## config.mk

```make
export PLATFORM = sky130hd
export DESIGN_NAME = lane_serializer7
export DESIGN_NICKNAME = d
export VERILOG_FILES = /design/src/rtl/lsz_pkg.sv /design/src/rtl/slot_sequencer.sv /design/src/rtl/lane_shifter.sv /design/src/rtl/link_enable.sv /design/src/rtl/lane_serializer7.sv
export SDC_FILE = /design/constraint.sdc
export NUM_CORES = 1
export LEC_CHECK = 0
export CORE_UTILIZATION = 45
export DETAILED_ROUTE_END_ITERATION = 10
export DONT_BUFFER_PORTS = 1
export PLACE_DENSITY_LB_ADDON = 0.05
export SYNTH_ARGS = -nofsm -noshare
export SYNTH_HDL_FRONTEND = slang
export SYNTH_SLANG_ARGS = --single-unit
```

## constraint.sdc

```tcl
create_clock -name clk -period 2.2 [get_ports clk]
set_input_delay 0.22 -clock clk [delete_from_list [all_inputs] [get_ports clk]]
set_output_delay 0.22 -clock clk [all_outputs]
set_load 0.005 [all_outputs]
```

## src/rtl/lsz_pkg.sv

```systemverilog
package lsz_pkg;

    localparam int LSZ_LANES      = 4;
    localparam int LSZ_SLOTS      = 7;
    localparam int LSZ_CLK_HIGH   = 4;
    localparam int LSZ_LOCK_WORDS = 4;

    typedef enum logic {
        LNK_LOCKING = 1'b0,
        LNK_UP      = 1'b1
    } link_state_e;

    // level of the forwarded clock in a given slot
    function automatic logic fclk_level(input int unsigned slot, input int unsigned high_slots);
        return (slot < high_slots);
    endfunction

endpackage

```

## src/rtl/slot_sequencer.sv

```systemverilog
module slot_sequencer #(
    parameter int SLOTS     = 7,
    parameter int CLK_HIGH  = 4,
    localparam int SW       = $clog2(SLOTS)
) (
    input  logic          clk,
    input  logic          rst,
    output logic [SW-1:0] slot_idx,
    output logic          load_tick,
    output logic          fclk_raw
);
    import lsz_pkg::*;

    localparam logic [SW-1:0] LAST = SW'(SLOTS - 1);

    always_ff @(posedge clk) begin
        if (rst) begin
            slot_idx <= '0;
        end else if (slot_idx == LAST) begin
            slot_idx <= '0;
        end else begin
            slot_idx <= slot_idx + 1'b1;
        end
    end

    assign load_tick = (slot_idx == LAST);
    assign fclk_raw  = fclk_level(32'(slot_idx), CLK_HIGH);

endmodule

```

## src/rtl/lane_shifter.sv

```systemverilog
module lane_shifter #(
    parameter int SLOTS = 7
) (
    input  logic             clk,
    input  logic             rst,
    input  logic             load,
    input  logic [SLOTS-1:0] din,
    output logic             dout
);
    logic [SLOTS-1:0] sh;

    always_ff @(posedge clk) begin
        if (rst) begin
            sh <= '0;
        end else if (load) begin
            sh <= din;
        end else begin
            sh <= {1'b0, sh[SLOTS-1:1]};
        end
    end

    assign dout = sh[0];

endmodule

```

## src/rtl/link_enable.sv

```systemverilog
module link_enable #(
    parameter int LOCK_WORDS = 4,
    localparam int CW = $clog2(LOCK_WORDS + 1)
) (
    input  logic clk,
    input  logic rst,
    input  logic awake,
    input  logic word_tick,
    output logic up
);
    import lsz_pkg::*;

    localparam logic [CW-1:0] LAST_CNT = CW'(LOCK_WORDS - 1);

    link_state_e   state;
    logic [CW-1:0] cnt;

    always_ff @(posedge clk) begin
        if (rst || !awake) begin
            state <= LNK_LOCKING;
            cnt   <= '0;
        end else if (state == LNK_LOCKING && word_tick) begin
            if (cnt == LAST_CNT) begin
                state <= LNK_UP;
            end else begin
                cnt <= cnt + 1'b1;
            end
        end
    end

    assign up = (state == LNK_UP);

endmodule

```

## src/rtl/lane_serializer7.sv

```systemverilog
module lane_serializer7 #(
    parameter int LANES      = lsz_pkg::LSZ_LANES,
    parameter int SLOTS      = lsz_pkg::LSZ_SLOTS,
    parameter int CLK_HIGH   = lsz_pkg::LSZ_CLK_HIGH,
    parameter int LOCK_WORDS = lsz_pkg::LSZ_LOCK_WORDS
) (
    input  logic                   clk,
    input  logic                   rst,
    input  logic                   sleep_n,
    input  logic [LANES*SLOTS-1:0] par_data,
    output logic                   load_tick,
    output logic [LANES-1:0]       lane_q,
    output logic                   fclk_q,
    output logic                   drive_en
);
    localparam int SW = $clog2(SLOTS);

    logic [SW-1:0]    slot_idx;
    logic             fclk_raw;
    logic             link_up;
    logic [LANES-1:0] lane_raw;

    slot_sequencer #(.SLOTS(SLOTS), .CLK_HIGH(CLK_HIGH)) u_seq (
        .clk       (clk),
        .rst       (rst),
        .slot_idx  (slot_idx),
        .load_tick (load_tick),
        .fclk_raw  (fclk_raw)
    );

    generate
        for (genvar k = 0; k < LANES; k++) begin : g_lane
            lane_shifter #(.SLOTS(SLOTS)) u_sh (
                .clk  (clk),
                .rst  (rst),
                .load (load_tick),
                .din  (par_data[k*SLOTS +: SLOTS]),
                .dout (lane_raw[k])
            );
        end
    endgenerate

    link_enable #(.LOCK_WORDS(LOCK_WORDS)) u_en (
        .clk       (clk),
        .rst       (rst),
        .awake     (sleep_n),
        .word_tick (load_tick),
        .up        (link_up)
    );

    assign drive_en = link_up & sleep_n;
    assign lane_q   = drive_en ? lane_raw : '0;
    assign fclk_q   = drive_en & fclk_raw;

endmodule

```

**After elaboration in Yosys (flattened, before gate mapping)**

Cells that the tools add are included.

- Input bits: 31
- Register bits: 35
- Output and inout bits: 7
- Logic and storage cells: 33

- Muxes and demuxes: 5
- Add/sub/neg operators: 2
- Bitwise logic cells: 5
- Reduce and logical (&&, ||, !) cells: 7
- $lt $le $gt $ge: 1
- Equal/unequal tests: 2

Operator list:

| kind | count |
|---|---|
| $mux 6 | 4 |
| $add 3x1->3 const B | 2 |
| $mux 4 | 1 |
| $reduce_and 2->1 | 2 |
| $reduce_or 2->1 | 2 |
| $eq 3x2->1 const B | 1 |
| $eq 3x3->1 const B | 1 |
| $lt 3x3->1 const B | 1 |
| $not 1->1 | 3 |
| $and 1x1->1 | 2 |
| $logic_and 1x1->1 | 1 |
| $logic_not 1->1 | 1 |
| $logic_or 1x1->1 | 1 |

**Depth between registers and ports, before layout**

- Depth after elaboration: 3
- Mapped depth: 7
- Mapped depth without buffers: 5

**Hierarchy**

From an unflattened synthesis, not the netlist that was laid out.

- Cell total of the unflattened synthesis: 123
- Area total of the unflattened synthesis: 1360.1 um2

Modules (own cells, without submodules):

| module | cells each | seq. area each (um2) | area an instance (um2) | instances |
|---|---|---|---|---|
| lane_shifter | 21 | 140.1 | 244.0 | 4 |
| link_enable | 19 | 80.1 | 211.5 | 1 |
| slot_sequencer | 14 | 60.1 | 133.9 | 1 |
| lane_serializer7 | 6 | 0.0 | 38.8 | 1 |

**Least setup slack after synthesis**

No wires, ideal clock.

- Path type: register -> register
- From: register u_en.cnt[0]
- To: register u_en.cnt[2]
- Clock period less this slack: 1.369 ns
- Library setup time: 0.072 ns
- Arrival time: 1.298 ns
- Stages on the path, launching flop included: 5
- Required time: 2.128 ns
- Buffers on the path: 0
- Setup slack: 0.831 ns
- Cells stage by stage: dfxtp_1 > ha_1 > ha_1 > or3b_2 > mux2i_1

- Cells in the longest elaborated chain, start to end: 3
- Elaborated cells between the ends (all ways): 4
- Those cells by class: 1 x add/sub; 1 x eq/ne; 1 x bitwise; 1 x reduce/logical

Ends and longest elaborated chain:

| element | RTL line | source |
|---|---|---|
| from (decl) | link_enable.sv:16 | `logic [CW-1:0] cnt;` |
| from (signal assigned) | link_enable.sv:26 | `cnt <= cnt + 1'b1;` |
| branches (longest 3 deep; another with $add 3x1->3) | n/a |  |

Parallel ways; which one is timed is not known.
A chain may end at the register's enable or synchronous reset.

**Worst setup path after layout**

- From: register u_seq.slot_idx[0]
- To: output port load_tick

- Cells in the longest elaborated chain, start to end: 1

Ends and longest elaborated chain:

| element | RTL line | source |
|---|---|---|
| from (decl) | slot_sequencer.sv:8 | `output logic [SW-1:0] slot_idx,` |
| from (signal assigned) | slot_sequencer.sv:22 | `slot_idx <= slot_idx + 1'b1;` |
| $eq 3x3->1 | slot_sequencer.sv:26 | `assign load_tick = (slot_idx == LAST);` |
| to (decl) | lane_serializer7.sv:11 | `output logic load_tick,` |

Every way passes these cells.

==> results.md <==
* Slowest stage delay, CP at 520 ps
* Critical path startpoint category: register
* Setup ws final at 412.3 ps
* CP dominant cell by count: inv_1
* Max Fclk at 0.5594 GHz
* Die W at 60.98 um
* Final Cycle Share at 81.26%
* Setup TNS at 0 ps
* Clk slew on worst S/H paths at 100 ps
* Clk sinks at 35
* H-Tree Depth at 2
* Syn nets at 194
* Max_slew headroom at 22.41%
* Post-CTS setup buffer count at 0
* Setup crit end kind: primary output
* Final RePlAce weighted congestion at 0.6271
* RSZ-0062 raised after global routing: no
* Post-synthesis sequential area ratio at 44.76%
* Drc violations at 0
* Synth cell types at 24
* Worst-Skew Late Latency at 330 ps
* Ports at 38
* CORE AREA at 3337 um^2
* Clk Tree Root Cell: clkbuf_4
* Ys Warns at 0
* Iteration-0 DRC Markers at 38
* Post-layout minimum cycle time at 1788 ps
* Critical path peak fanout at 30
* Flops & latches, synth at 35
* Cells after synthesis at 159
* Final Hold Fails at 0
* Initial antenna violation count at 0
* Design Power at 1.065 mW
* Row count at 21
* Clock Tree Buf Depth at 2
* Initial DRT Pass Iterations at 3
* Vias at 1077
* Remaining global-route overflow at 0
* Via density at 5.203
* Area Overhead vs Synth at 7.274%
* Status: complete, no violations
* Setup Skew at 5.374 ps
* Post-layout instance count excluding filler cells at 207
* CP Class: register to primary output
* CP top delay family: adder cells
* Critical path data arrival time at 1570 ps
* Lkg Pwr at 0.6132 nW
* Post-synthesis cell area at 1565 um^2
* Wire per inst at 13.15 um
* Pre-CTS setup slack at 618.1 ps
* Die H at 60.98 um
* # diodes at 0
* Largest net degree at the start of global routing at 34
* CP required at 1980 ps
* Placed cells at 191
* Final setup vio count at 0
* Slew Viols, Final at 0
* Power Dens Cells at 634.0 nW/um^2
* Initial Util at 46.91%
* Layout cells sized above 1 at 24.84%
* TritonCTS Buffers at 5
* Syn avg cell area at 9.844 um^2
* CP max-delay cell: ha_2
* Buf/Inv on CP at 2
* Critical path cell sequence: inv_1 -> ha_2 -> nand2_2 -> inv_1
* Peak VDD IR at 386.7 uV
* CTS tree: yes
* Die area at 3718 um^2
* Routed Antenna Nets at 0
* Max-Cap Viols at 0
* Hold Path Class: input port to register
* Worst Max-Slew Pin Slew at 1160 ps
* PortBufs at 0
* GR Util All Layers at 15.96%
* Final WL at 2722 um
* Nets@finish at 195
* First-pass GRT wire length at 4181 um
* Number of global-route vias before repair at 951
-- logic make-up after synthesis --
group | share of synthesized area, %
adder cells (fa/ha/maj) | 3.198
AO/OA/AOI/OAI | 23.74
multiplexers | 1.919
AND/OR/NAND/NOR | 18.31
buffers and inverters | 8.073
flip-flops | 44.76
-- state kept, by name, summed over array words and instances, names as in the netlist --
signal and flops:
u_seq.slot_idx 3, u_en.up 1, u_en.cnt 3, g_lane.u_sh.sh 28
-- cell usage in the layout, fill, tap and decap left out, drive strengths merged, types with 2 or more instances in the layout --
cell,n
dlygate4sd3,8
and3,4
or3b,3
a21bo,24
clkbuf,5
inv,3
nor3b,5
buf,3
ha,4
clkinv,3
nand3b,4
nand3,24
nor3,2
a21oi,25
mux2i,3
dfxtp,35
-- metrics by stage --
| stage | hold slack [ps] | util (%) | cell area, um^2 |
|---|---|---|---|
| 6_report | 27.13 | 50.32 | 1679 |
| 5_1_grt | 2.666 | 50.32 | 1679 |
| 4_1_cts | 1.754 | 48.52 | 1619 |
| 3_5_place_dp | 288.9 | 46.34 | 1546 |
| 3_3_place_gp | 289.2 | 46.34 | 1546 |
| 2_1_floorplan | 367.5 | - | 1565 |
-- worst reg2reg max path: cells and delay by family, from the launching register on --
| family | cells | cell delay [ps] |
|---|---|---|
| adders and majority gates | 1 | 520 |
| buffers and inverters | 1 | 60 |
| DFF | 1 | 340 |
| muxes | 1 | 200 |
| and+or+nand+nor | 1 | 390 |
-- power by group --
group / leakage [nW] / internal (mW) / switching (mW)
sequential: 0.283 / 0.641 / 0.00948
combinational: 0.296 / 0.0334 / 0.0503
clock: 0.0347 / 0.119 / 0.211
total: 0.613 / 0.794 / 0.271
-- layer usage --
layer  vias to the layer above  global-route usage, %  wire length (um)
li1                        564                      -                 -
met1                       485                  18.28              1279
met2                        24                  26.06              1262
met3                         4                  7.463               153
met4                         0                  5.844                27
met5                         -                      0                 0
-- cell usage after synthesis --
cell type	instances	area share, %
buf_6	5	3.6
nand3_1	24	7.7
nor2b_1	1	0.40
nand2_2	1	0.40
inv_1	3	0.72
and2_1	1	0.40
clkbuf_1	3	0.72
nor3_1	2	0.64
buf_2	7	2.2
and4bb_2	1	0.80
mux2i_1	3	1.9
and3_1	4	1.6
ha_1	4	3.2
nand2b_1	1	0.40
buf_4	1	0.48
clkbuf_2	1	0.32
a21bo_2	24	15
or3b_2	1	0.56
dfxtp_1	35	45
a31oi_1	1	0.40
nand3b_1	4	1.9
nor3b_1	5	2.4
a21oi_1	25	8.0
or3b_1	2	1.1
-- final timing paths --
check | startpoint | endpoint | slack (ps) | depth (start not counted)
min | par_data[14] | g_lane[2].u_sh.sh[0]$_SDFF_PP0_ | 30 | 2
min reg2reg | u_seq.slot_idx[0]$_SDFF_PP0_ | u_seq.slot_idx[0]$_SDFF_PP0_ | 470 | 1
max | u_seq.slot_idx[0]$_SDFF_PP0_ | load_tick | 410 | 4
max reg2reg | u_seq.slot_idx[0]$_SDFF_PP0_ | u_en.cnt[1]$_SDFFE_PP0P_ | 620 | 4
-- timing repair --
item	4_1_cts	5_1_grt
resized for setup	0	0
hold buffers	2	6
endpoints found under the hold margin	32	6
-- area by class of cell --
class	instances	area, um^2
Multi-Input combinational cell	104	740.7
Clock inverter	3	15.01
Sequential cell	35	701.9
Timing Repair Buffer	11	115.1
Clock buffer	5	37.54
Tap cell	46	57.56
Inverter	3	11.26
Fill cell	342	1658
(Power assumes the default switching activity.)
